<file path="src/rtl/hdr_pkg.sv">
package hdr_pkg;
   localparam int HDR_PIX_W   = 8;
   localparam int HDR_NUM_CAP = 6;
   localparam int HDR_NUM_PIX = 16;
   localparam int HDR_RD_DIV  = 2;

   typedef enum logic [0:0] {
      RD_IDLE = 1'b0,
      RD_RUN  = 1'b1
   } rd_state_e;
endpackage

</file>
<file path="src/rtl/hdr_pix_store.sv">
module hdr_pix_store #(
   parameter int PIX_W   = 8,
   parameter int NUM_PIX = 16,
   parameter int NUM_CAP = 6,
   localparam int IDX_W  = $clog2(NUM_PIX),
   localparam int CAP_W  = $clog2(NUM_CAP)
) (
   input  logic             clk,
   input  logic             rst_n,
   input  logic             clr,
   input  logic             wr_en,
   input  logic [IDX_W-1:0] wr_pix,
   input  logic [CAP_W-1:0] wr_cap,
   input  logic [PIX_W-1:0] wr_data,
   input  logic [PIX_W-1:0] thresh,
   input  logic [IDX_W-1:0] rd_idx,
   output logic [PIX_W-1:0] rd_smp,
   output logic [CAP_W-1:0] rd_cap,
   output logic             rd_satf
);
   logic [PIX_W-1:0] e_smp  [NUM_PIX];
   logic [CAP_W-1:0] e_cap  [NUM_PIX];
   logic             e_has  [NUM_PIX];
   logic             e_lock [NUM_PIX];
   logic             e_satf [NUM_PIX];

   logic is_sat;
   assign is_sat = (wr_data >= thresh);

   for (genvar i = 0; i < NUM_PIX; i++) begin : g_ent
      logic hit;
      assign hit = wr_en && (wr_pix == IDX_W'(i));

      always_ff @(posedge clk or negedge rst_n) begin
         if (!rst_n) begin
            e_smp[i]  <= '0;
            e_cap[i]  <= '0;
            e_has[i]  <= 1'b0;
            e_lock[i] <= 1'b0;
            e_satf[i] <= 1'b0;
         end else if (clr) begin
            e_smp[i]  <= '0;
            e_cap[i]  <= '0;
            e_has[i]  <= 1'b0;
            e_lock[i] <= 1'b0;
            e_satf[i] <= 1'b0;
         end else if (hit && !e_lock[i]) begin
            if (is_sat) begin
               e_lock[i] <= 1'b1;
               if (!e_has[i]) begin
                  e_smp[i]  <= wr_data;
                  e_cap[i]  <= wr_cap;
                  e_has[i]  <= 1'b1;
                  e_satf[i] <= 1'b1;
               end
            end else begin
               e_smp[i] <= wr_data;
               e_cap[i] <= wr_cap;
               e_has[i] <= 1'b1;
            end
         end
      end
   end

   always_comb begin
      rd_smp  = '0;
      rd_cap  = '0;
      rd_satf = 1'b0;
      for (int j = 0; j < NUM_PIX; j++) begin
         if (rd_idx == IDX_W'(j)) begin
            rd_smp  = e_smp[j];
            rd_cap  = e_cap[j];
            rd_satf = e_satf[j];
         end
      end
   end
endmodule

</file>
<file path="src/rtl/hdr_scale.sv">
module hdr_scale #(
   parameter int PIX_W   = 8,
   parameter int NUM_CAP = 6,
   localparam int CAP_W  = $clog2(NUM_CAP),
   localparam int OUT_W  = PIX_W + NUM_CAP - 1
) (
   input  logic [PIX_W-1:0] smp,
   input  logic [CAP_W-1:0] cap,
   output logic [OUT_W-1:0] val
);
   logic [CAP_W-1:0] sh;
   assign sh  = CAP_W'(NUM_CAP - 1) - cap;
   assign val = OUT_W'(smp) << sh;
endmodule

</file>
<file path="src/rtl/hdr_readout.sv">
module hdr_readout #(
   parameter int NUM_PIX = 16,
   parameter int RD_DIV  = 2,
   localparam int IDX_W  = $clog2(NUM_PIX),
   localparam int DIV_W  = (RD_DIV > 1) ? $clog2(RD_DIV) : 1
) (
   input  logic             clk,
   input  logic             rst_n,
   input  logic             start,
   input  logic             abort,
   output logic             fire,
   output logic [IDX_W-1:0] idx
);
   import hdr_pkg::*;

   rd_state_e        st_q;
   logic [IDX_W-1:0] idx_q;
   logic             active;

   assign active = (st_q == RD_RUN);
   assign idx    = idx_q;

   if (RD_DIV == 1) begin : g_nodiv
      assign fire = active;
   end else begin : g_div
      logic [DIV_W-1:0] div_q;
      always_ff @(posedge clk or negedge rst_n) begin
         if (!rst_n)              div_q <= '0;
         else if (abort || start) div_q <= '0;
         else if (active)         div_q <= (div_q == DIV_W'(RD_DIV - 1)) ? '0 : div_q + 1'b1;
      end
      assign fire = active && (div_q == '0);
   end

   always_ff @(posedge clk or negedge rst_n) begin
      if (!rst_n) begin
         st_q  <= RD_IDLE;
         idx_q <= '0;
      end else if (abort) begin
         st_q  <= RD_IDLE;
         idx_q <= '0;
      end else if (start) begin
         st_q  <= RD_RUN;
         idx_q <= '0;
      end else if (fire) begin
         if (idx_q == IDX_W'(NUM_PIX - 1)) st_q <= RD_IDLE;
         else                              idx_q <= idx_q + 1'b1;
      end
   end
endmodule

</file>
<file path="src/rtl/hdr_multicap_est.sv">
module hdr_multicap_est #(
   parameter int PIX_W   = hdr_pkg::HDR_PIX_W,
   parameter int NUM_CAP = hdr_pkg::HDR_NUM_CAP,
   parameter int NUM_PIX = hdr_pkg::HDR_NUM_PIX,
   parameter int RD_DIV  = hdr_pkg::HDR_RD_DIV,
   localparam int IDX_W  = $clog2(NUM_PIX),
   localparam int CAP_W  = $clog2(NUM_CAP),
   localparam int OUT_W  = PIX_W + NUM_CAP - 1
) (
   input  logic             clk,
   input  logic             rst_n,
   input  logic             frame_start,
   input  logic [PIX_W-1:0] sat_thresh,
   input  logic             smp_valid,
   input  logic [IDX_W-1:0] smp_pix,
   input  logic [CAP_W-1:0] smp_cap,
   input  logic [PIX_W-1:0] smp_data,
   output logic             out_valid,
   output logic [IDX_W-1:0] out_pix,
   output logic [OUT_W-1:0] out_value,
   output logic             out_sat,
   output logic             frame_done
);
   if (PIX_W < 1) begin : g_bad_pixw
      $error("PIX_W must be at least 1");
   end
   if (NUM_CAP < 2) begin : g_bad_ncap
      $error("NUM_CAP must be at least 2");
   end
   if (NUM_PIX < 2) begin : g_bad_npix
      $error("NUM_PIX must be at least 2");
   end
   if (RD_DIV < 1) begin : g_bad_div
      $error("RD_DIV must be at least 1");
   end

   logic             acc;
   logic             rd_start;
   logic             rd_fire;
   logic [IDX_W-1:0] rd_idx;
   logic [PIX_W-1:0] rd_smp;
   logic [CAP_W-1:0] rd_cap;
   logic             rd_satf;
   logic [OUT_W-1:0] scaled;

   assign acc = smp_valid && !frame_start && (smp_cap < CAP_W'(NUM_CAP))
                && (32'(smp_pix) < NUM_PIX);
   assign rd_start = acc && (smp_pix == IDX_W'(NUM_PIX - 1))
                     && (smp_cap == CAP_W'(NUM_CAP - 1));

   hdr_pix_store #(.PIX_W(PIX_W), .NUM_PIX(NUM_PIX), .NUM_CAP(NUM_CAP)) u_store (
      .clk     (clk),
      .rst_n   (rst_n),
      .clr     (frame_start),
      .wr_en   (acc),
      .wr_pix  (smp_pix),
      .wr_cap  (smp_cap),
      .wr_data (smp_data),
      .thresh  (sat_thresh),
      .rd_idx  (rd_idx),
      .rd_smp  (rd_smp),
      .rd_cap  (rd_cap),
      .rd_satf (rd_satf)
   );

   hdr_readout #(.NUM_PIX(NUM_PIX), .RD_DIV(RD_DIV)) u_rd (
      .clk   (clk),
      .rst_n (rst_n),
      .start (rd_start),
      .abort (frame_start),
      .fire  (rd_fire),
      .idx   (rd_idx)
   );

   hdr_scale #(.PIX_W(PIX_W), .NUM_CAP(NUM_CAP)) u_scale (
      .smp (rd_smp),
      .cap (rd_cap),
      .val (scaled)
   );

   always_ff @(posedge clk or negedge rst_n) begin
      if (!rst_n) begin
         out_valid  <= 1'b0;
         out_pix    <= '0;
         out_value  <= '0;
         out_sat    <= 1'b0;
         frame_done <= 1'b0;
      end else begin
         out_valid  <= rd_fire;
         frame_done <= out_valid && (out_pix == IDX_W'(NUM_PIX - 1));
         if (rd_fire) begin
            out_pix   <= rd_idx;
            out_value <= scaled;
            out_sat   <= rd_satf;
         end
      end
   end
endmodule

</file>
<file path="config.mk">
export PLATFORM = sky130hd
export DESIGN_NAME = hdr_multicap_est
export DESIGN_NICKNAME = d
export VERILOG_FILES = /design/src/rtl/hdr_pkg.sv /design/src/rtl/hdr_pix_store.sv /design/src/rtl/hdr_scale.sv /design/src/rtl/hdr_readout.sv /design/src/rtl/hdr_multicap_est.sv
export SDC_FILE = /design/constraint.sdc
export NUM_CORES = 1
export LEC_CHECK = 0
export BUFFER_PORTS_ARGS = -buffer_cell sky130_fd_sc_hd__buf_2
export CORE_MARGIN = 4
export CORE_UTILIZATION = 30
export CTS_BUF_LIST = sky130_fd_sc_hd__clkbuf_2
export DETAILED_ROUTE_END_ITERATION = 8
export SKIP_LAST_GASP = 1
export SYNTH_ARGS = -nofsm -noshare
export SYNTH_HDL_FRONTEND = slang
export SYNTH_SLANG_ARGS = --single-unit
</file>
<file path="constraint.sdc">
create_clock -name clk -period 4.75 [get_ports clk]
set_input_delay 0.95 -clock clk [delete_from_list [all_inputs] [get_ports clk]]
set_output_delay 0.95 -clock clk [all_outputs]
set_load 0.02 [all_outputs]
</file>
; ---- Word level (Yosys, flattened, before mapping)
; Cells that the tools add are included.
[totals]
in_bits = 27
mem_bits_rw = 0
latch_bits = 0
out_inout_bits = 20
elab_cells = 603
rom_bits = 0
memories = 0
reg_bits = 250
[classes]
n_addsub = 3
order_cmp = 2
n_mux = 316
mul = 0
bitwise = 1
n_div = 0
n_eq_ne = 65
shifts = 1
n_reduce_logical = 127
[op_table]
columns = cell, n
row1 = 8-bit two-way mux, 80
row2 = 3-bit two-way mux, 80
row3 = 1-bit two-way mux, 152
row4 = 4-bit equality test (second input constant), 17
row5 = 2-bit AND reduction, 34
row6 = 3-bit inequality test (second input constant), 16
row7 = 3-bit AND reduction, 16
row8 = 1-bit logical AND, 37
row9 = 2-bit nonzero test, 18
row10 = 4-bit by 3-bit equality test with 1-bit output (second input constant), 8
row11 = 2-bit inequality test (second input constant), 16
row12 = 1-bit zero test, 17
row13 = 4-bit by 2-bit equality test with 1-bit output (second input constant), 4
row14 = 4-bit two-way mux, 4
row15 = 8-bit by 3-bit left shift with 13-bit output, 1
row16 = 4-bit by 1-bit equality test with 1-bit output (second input constant), 2
row17 = 8-bit greater-or-equal comparator, 1
row18 = 4-bit zero test, 2
row19 = 3-bit nonzero test, 2
row20 = 4-bit by 1-bit adder with 4-bit output (second input constant), 1
row21 = 3-bit equality test (second input constant), 1
row22 = 3-bit less-than comparator (second input constant), 1
row23 = 3-bit by 2-bit inequality test with 1-bit output (second input constant), 1
row24 = 3-bit subtractor (first input constant), 1
row25 = 3 further kinds, 3

; ---- Longest topological paths before layout
; Gate-level depths: netlist (run 1).
[depth]
word_depth = 19
mapped_depth = 14
ltp_nobuf = 10

; ---- Modules after synthesis
; Synthesis (run 1) repeated with hierarchy kept, for this count alone.
[hier_totals]
hier_cells = 1243
area_unflattened_um2 = 13304.0
[by_module_without_submodules]
columns = module, instances, seq_area_each_um2, area_each_um2, cells_per_inst
row1 = hdr_pix_store, 1, 5605.4, 11827.6, 1117
row2 = hdr_multicap_est, 1, 500.5, 812.0, 48
row3 = hdr_scale, 1, 0.0, 360.3, 47
row4 = hdr_readout, 1, 150.1, 304.0, 31

; ---- Least setup slack after synthesis (run 1)
; OpenSTA, ideal clock, no wires.
[synth_path]
path_type = input to register
startpoint = in smp_data[0]
endpoint = reg u_store.e_satf[13] in the netlist's numbering
path_buffers = 4
t_arrival_ns = 3.251
setup_slack_ns = 1.359
cell_stages = 14
cell_sequence = buf_1 -> inv_1 -> ha_1 -> nand2b_1 -> a21o_1 -> a21o_1 -> a21o_1 -> a211o_1 -> buf_2 -> a21o_1 -> buf_4 -> nand2_2 -> buf_4 -> o32ai_1
[synth_between]
elab_chain_len = 3
[synth_rtl]
columns = item, line
row1 = from (decl), hdr_multicap_est.sv:17  ; input logic [PIX_W-1:0] smp_data,
row2 = 8-bit greater-or-equal comparator, hdr_pix_store.sv:28  ; assign is_sat = (wr_data >= thresh);
row3 = 2-bit nonzero test (no source line), -
row4 = 3-bit AND reduction (no source line), -
row5 = "to (signal, indexed assignment)", hdr_pix_store.sv:40  ; e_satf[i] <= 1'b0;
row6 = "to (signal, indexed assignment)", hdr_pix_store.sv:46  ; e_satf[i] <= 1'b0;
row7 = "to (signal, indexed assignment)", hdr_pix_store.sv:54  ; e_satf[i] <= 1'b1;
row8 = to (decl), hdr_pix_store.sv:25  ; logic e_satf [NUM_PIX];
; No other way between the ends.
; A chain may end at the register's enable or synchronous reset.

; ---- Final worst setup path (run 1)
[layout_path]
startpoint = reg u_rd.idx_q[0] (netlist: u_rd.idx[0])
endpoint = reg out_value[10]
[layout_between]
elab_chain_len = 19
elab_cells_between_ends = 50
[layout_rtl]
columns = item, line
row1 = from (decl), hdr_readout.sv:17  ; logic [IDX_W-1:0] idx_q;
row2 = from (signal assigned), hdr_readout.sv:47  ; else idx_q <= idx_q + 1'b1;
row3 = 4-bit zero test, hdr_pix_store.sv:70  ; if (rd_idx == IDX_W'(j)) begin
row4 = 3-bit two-way mux (16 in series), hdr_pix_store.sv:70
row5 = 3-bit subtractor, hdr_scale.sv:12  ; assign sh = CAP_W'(NUM_CAP - 1) - cap;
row6 = 8-bit by 3-bit left shift with 13-bit output *, hdr_scale.sv:13  ; assign val = OUT_W'(smp) << sh;
row7 = to (signal assigned), hdr_multicap_est.sv:93  ; out_value <= scaled;
row8 = to (decl), hdr_multicap_est.sv:20  ; output logic [OUT_W-1:0] out_value,
; Every way passes the cells marked *; elsewhere a longest branch is shown, timed or not.

==> qor.csv, run 1 <==
stage;metric;value;unit
run_status;status;finished clean;
clock_network;cts_made_buffers;70;
critical_path;cpMostUsedCell;a221oi_1;
critical_path;crit_fanout;35;
floorplan;core-area;0.0443;mm^2
timing;max_slew_margin;0.0689;
synth;seq_area_frac_synth;0.464;
clock_network;cts_setup_buffers;0;
drt;drt_iter0_markers;1921;
floorplan;fp.dieH;220;um
timing;max_freq;253;MHz
drt;drc;0;
synth;synth.largest_area_cell;dfrtp_1;
placed_design;dp_hpwl;32.5;mm
synth;yosysTopAreaCellShare;0.464;
clock_network;clkSinkCount;250;
floorplan;fp-row-count;77;
power_and_ir_drop;p_leak;5.99;nW
global_route;antenna_found_initial;2;
critical_path;path_class;register to register;
global_route;grt_start_max_net_pins;127;
timing;setup_viol;0;
clock_network;hold_buffers;0;
critical_path;end_kind;register;
critical_path;crit_required;5.54;ns
global_route;grt_pass1_wl;75.6;mm
global_route;grtUsageTotal;0.201;
timing;tightestPinTransition;1.38;ns
timing;fin_skew;0.0554;ns
clock_network;clk_path_buf_depth;3;
synth;synth_nets;1613;
power_and_ir_drop;powerDensity;280;mW/mm^2
drt;dr.pass1.iters;6;
cells_and_area;drive_above_1_share;0.147;
drt;via_count;13100;
floorplan;start_util;0.304;
synth;syn-cell-area;0.0135;mm^2
synth;synth_edf_count;0;
clock_network;clk_pin_slew_worst_paths;0.10;ns
floorplan;dieArea;0.0484;mm^2
synth;yosysUniqueCellTypes;70;
clock_network;cts_tree;done;
cells_and_area;final_nets;1620;
global_route;grt_pass1_vias;12300;
drt;finalWirelength;49.9;mm
timing;rsz0062_at_grt;no;
cells_and_area;fillers;4753;
timing;maxSlewViolCount;0;
drt;antenna_left;0;
synth;ys_top_cells_by_area;dfrtp_1 46%, a21oi_1 8.8%, o21ai_0 8.4%;
floorplan;ios;47;
clock_network;clk_latency;0.86;ns
critical_path;cp_slowest_stage_delay;0.79;ns
clock_network;h-tree-depth;3;
drt;viasPerCell;5.92;
cells_and_area;final_cell_mix;250 x dfrtp_1, 237 x a21oi_1, 226 x o21ai_0;
critical_path;crit_arrival;4.75;ns
clock_network;cts_resized;0;
worst_hold_path;min_path_type;input pin to async pin;
drt;route.detailed.wl_per_inst;22.5;um
synth;synthCells;1574;
global_route;grt.overflow.total;0;
cells_and_area;area_delta_synth_final;9.36;%
synth;syn_area_per_cell;8.56;um^2
timing;finalCriticalPeriod;3.95;ns
run;max_cap_violations;0;
synth;async_flop_share;1.00;
synth;synth-main-ff-cell;dfrtp_1;
cells_and_area;final_common_cell;dfrtp_1;
timing;final_hold_viol_count;0;
critical_path;startpoint_type;register;
power_and_ir_drop;total_power;4.13;mW
timing;setup_tns;0;ns
timing;period_share;0.832;
floorplan;die_w;220;um
placed_design;port_buffers;46;
power_and_ir_drop;peakVddDrop;0.208;mV
critical_path;path_cells;inv_1, ha_2, nor2b_1, buf_4, a22o_1, a221oi_1, a221oi_1, o21ai_1, mux2i_1, a22oi_1, a31oi_1;
synth;synth_warnings;0;
critical_path;critPathSlowestCell;ha_2;
placed_design;gp_congestion;1.03;
synth;ys_ff_latch;250;
clock_network;root_buffer;clkbuf_2;
-- worst paths after layout --
kind | start | to | slack, ns | cells past startpoint
max | u_rd.idx[0] | out_value[10] | 0.80 | 11
min in group clk | out_value[1] | out_value[1] | 0.49 | 2
max in group asynchronous | rst_n | u_store.e_has[4] | 3.58 | 2
min | rst_n | u_store.e_smp[123] | 0.20 | 1
min reg2reg | out_value[1] | out_value[1] | 0.49 | 2
max reg2reg | u_rd.idx[0] | out_value[10] | 0.80 | 11
-- cells by family after synthesis --
group	share of synthesized area
buffers and inverters	0.0718
and+or+nand+nor	0.147
adders and majority gates	0.0111
DFF	0.464
muxes	0.00687
AOI/OAI and AO/OA	0.298
xor gates and xnor gates	0.00130
-- stage by stage --
step	hold WS, ns	utilization	setup slack [ns]	area [um^2]	instances
floorplan	0.451	-	1.36	13500	1574
CTS	0.222	0.333	0.948	14700	2216
finish	0.202	0.333	0.798	14700	2217
global route	0.214	0.333	0.603	14700	2217
global placement	0.462	0.319	0.915	14200	2101
detailed placement	0.470	0.319	0.891	14200	2101
-- state kept, by name (all words and copies together), names as in the netlist --
| name | cells |
|---|---|
| u_store.e_smp | 128 |
| u_store.e_cap | 48 |
| u_store.e_has | 16 |
| u_store.e_lock | 16 |
| u_store.e_satf | 16 |
| out_value | 13 |
| out_pix | 4 |
| u_rd.idx | 4 |
| frame_done | 1 |
| out_sat | 1 |
| out_valid | 1 |
| u_rd.active | 1 |
| u_rd.g_div.div_q | 1 |
-- cells in the mapped netlist (23+ instances only) --
library cell,count
dfrtp_1,250
a21oi_1,237
o21ai_0,227
nand3_1,187
nor2_1,101
clkbuf_1,86
inv_1,51
nand2_1,50
buf_2,36
a221oi_1,31
a31oi_1,25
o22ai_1,23
-- power by group --
| part | total, mW | internal [mW] | switching, mW |
|---|---|---|---|
| sequential | 2.19 | 2.16 | 0.0293 |
| combinational | 0.386 | 0.0872 | 0.298 |
| clock | 1.55 | 0.612 | 0.934 |
-- per-layer routing --
metal | global-route usage | part of all wire | vias up
li1 | - | - | 5772
met1 | 0.286 | 0.44 | 6439
met2 | 0.288 | 0.42 | 770
met3 | 0.0525 | 0.10 | 145
met4 | 0.0833 | 0.040 | 2
met5 | 0 | 0.00026 | -
-- worst max-delay path: cells and delay by family (launching register included) --
family	cells	cell delay, ns
compound gates	6	1.35
flops	1	0.43
buf+inv	2	0.42
simple gates	1	0.52
fa+ha+maj	1	0.79
mux	1	0.34
-- layout make-up --
cell class	instances	area, um^2	share of cell area
Inverter	53	199	0.0135
Clock buffer	101	505	0.0343
Timing Repair Buffer	102	692	0.0469
Multi-Input combinational cell	1104	6260	0.425
Clock inverter	14	78.8	0.00535
Antenna cell	1	2.50	0.000170
Sequential cell	250	6260	0.424
Tap cell	592	741	0.0503
No activity file was read; power rests on OpenSTA's default activity.
==> run 2: changes to the inputs <==
clock period = 4 ns   (was 4.75 ns; I/O delays follow)
==> qor.csv, run 2 (synthesis results as in run 1) <==
stage;metric;value;unit
clock_network;cts_resized;0;
cells_and_area;finalNonFillerCells;2260;
run;max_cap_violations;0;
cells_and_area;final_nets;1654;
global_route;grt_pass1_vias;12500;
placed_design;dpl.cell_count;2133;
timing;hold_ws;0.381;ns
drt;via_count;13200;
critical_path;crit_family;compound AO/OA/AOI/OAI gates;
global_route;grtUsageTotal;0.210;
critical_path;end_kind;register;
critical_path;cp_slowest_stage_delay;0.61;ns
worst_hold_path;min_path_type;input pin to register;
critical_path;crit_buf_inv;2;
power_and_ir_drop;p_leak;6.21;nW
drt;drc;0;
critical_path;startpoint_type;register;
placed_design;gp_congestion;1.08;
cells_and_area;reg_top3;u_store.e_smp x128, u_store.e_cap x48;
drt;finalWirelength;51.3;mm
drt;route.detailed.wl_per_inst;22.7;um
drt;antenna_left;0;
timing;maxSlewViolCount;0;
power_and_ir_drop;p_clk_frac;0.400;
placed_design;dp_hpwl;34.5;mm
critical_path;path_class;register to register;
floorplan;fp.dieH;220;um
power_and_ir_drop;swShare;0.300;
floorplan;core-area;0.0443;mm^2
power_and_ir_drop;powerDensity;338;mW/mm^2
timing;setup_tns;0;ns
cells_and_area;final_cell_mix;250 x dfrtp_1, 237 x a21oi_1, 226 x o21ai_0;
clock_network;cts_tree;done;
clock_network;clkSinkCount;250;
power_and_ir_drop;p_sw;1.53;mW
global_route;antenna_found_initial;2;
critical_path;crit_arrival;4.38;ns
cells_and_area;area_delta_synth_final;12.0;%
cells_and_area;drive_above_1_share;0.166;
clock_network;h-tree-depth;3;
timing;period_share;0.906;
critical_path;crit_fanout;27;
critical_path;critPathSlowestCell;ha_2;
timing;final_hold_viol_count;0;
clock_network;root_buffer;clkbuf_2;
global_route;grt_start_max_net_pins;159;
timing;finalCriticalPeriod;3.62;ns
drt;drt_iter0_markers;2068;
floorplan;fp-row-count;77;
floorplan;dieArea;0.0484;mm^2
clock_network;clk_path_buf_depth;3;
power_and_ir_drop;peakVddDrop;0.190;mV
placed_design;port_buffers;46;
timing;setup_viol;0;
cells_and_area;post-route-util;0.341;
floorplan;start_util;0.304;
power_and_ir_drop;combPwrFrac;0.089;
power_and_ir_drop;power_frac_seq;0.511;
clock_network;cts_made_buffers;71;
timing;max_slew_margin;0.0613;
timing;fin_skew;0.0596;ns
power_and_ir_drop;internal_power;3.57;mW
clock_network;clk_latency;0.88;ns
drt;dr.pass1.iters;5;
timing;tightestPinTransition;1.39;ns
cells_and_area;top_register;u_store.e_smp;
cells_and_area;final_common_cell;dfrtp_1;
cells_and_area;largest_register_ffs;128;
critical_path;path_cells;inv_1, ha_2, inv_2, a21oi_1, o221ai_1, a32o_2, a21oi_4, mux2i_1, a22oi_1, a31oi_1;
global_route;grt_pass1_wl;78.5;mm
placed_design;place_area;0.0144;mm^2
drt;viasPerCell;5.85;
critical_path;crit_required;4.76;ns
cells_and_area;fin_area;0.0151;mm^2
timing;rsz0062_at_grt;no;
critical_path;rrSetupSlack;0.38;ns
floorplan;ios;47;
run_status;status;finished clean;
clock_network;clk_pin_slew_worst_paths;0.10;ns
timing;max_freq;276;MHz
global_route;grt.overflow.total;0;
floorplan;die_w;220;um
-- run 2: cell types whose count changed in the layout (fill, tap and decap cells not counted) --
cell / before / now
clkinv_1: 11 / 14
buf_12: 2 / 3
inv_2: 4 / 3
buf_4: 54 / 85
bufinv_16: 1 / 3
clkbuf_2: 101 / 106
dlygate4sd3_1: 0 / 1
clkinvlp_4: 0 / 1
-- run 2: area by class of cell --
cell class | count | area (um^2)
fill | 4679 | 29200
multi-input combinational | 1104 | 6260
sequential | 250 | 6260
timing repair buffer | 135 | 955
tap | 592 | 741
clock buffer | 106 | 531
inverter | 53 | 199
clock inverter | 19 | 154
antenna | 1 | 2.50
-- run 2: path summary, 6_finish.rpt --
kind                                endpoint  cells past startpoint    startpoint
setup reg to reg                out_value[8]                     10   u_rd.idx[0]
max in group asynchronous  u_store.e_smp[42]                      3         rst_n
hold reg to reg                 out_value[0]                      2  out_value[0]
hold / removal             u_store.e_has[14]                      2   frame_start
setup / recovery                out_value[8]                     10   u_rd.idx[0]
min in group asynchronous  u_store.e_cap[44]                      2         rst_n
-- run 2: worst register-to-register path, cell delays in order (launching register included) --
cell and delay, ns:
dfrtp_1 0.44, inv_1 0.16, ha_2 0.61, inv_2 0.37, a21oi_1 0.30, o221ai_1 0.20
a32o_2 0.32, a21oi_4 0.30, mux2i_1 0.46, a22oi_1 0.18, a31oi_1 0.21
-- run 2: per-layer routing --
layer  global-route usage  wire length (um)
met5                    0                18
met1                0.301             21900
met3               0.0491              5440
met4               0.0839              2150
met2                0.304             21800
-- run 2: through the flow --
| step | total power [mW] | worst slack [ns] |
|---|---|---|
| 2_1_floorplan | 2.86 | 0.759 |
| 3_3_place_gp | 3.11 | 0.591 |
| 3_5_place_dp | 3.11 | 0.534 |
| 4_1_cts | 5.16 | 0.502 |
| 5_1_grt | 5.34 | 0.274 |
| 6_report | 5.10 | 0.377 |
-- run 2: what timing repair did --
action	in CTS	in global routing
endpoints found under the hold margin	79	0
buffers inserted	0	0
hold buffers	1	0
setup endpoints to repair	0	0
-- run 2: power by group through the flow --
stage / registers [mW] / logic (mW) / clock network, mW
finish: 2.61 / 0.453 / 2.04
global route: 2.62 / 0.489 / 2.24
detailed placement: 2.66 / 0.452 / 0
CTS: 2.61 / 0.454 / 2.09
floorplan: 2.67 / 0.189 / 0
global placement: 2.66 / 0.447 / 0
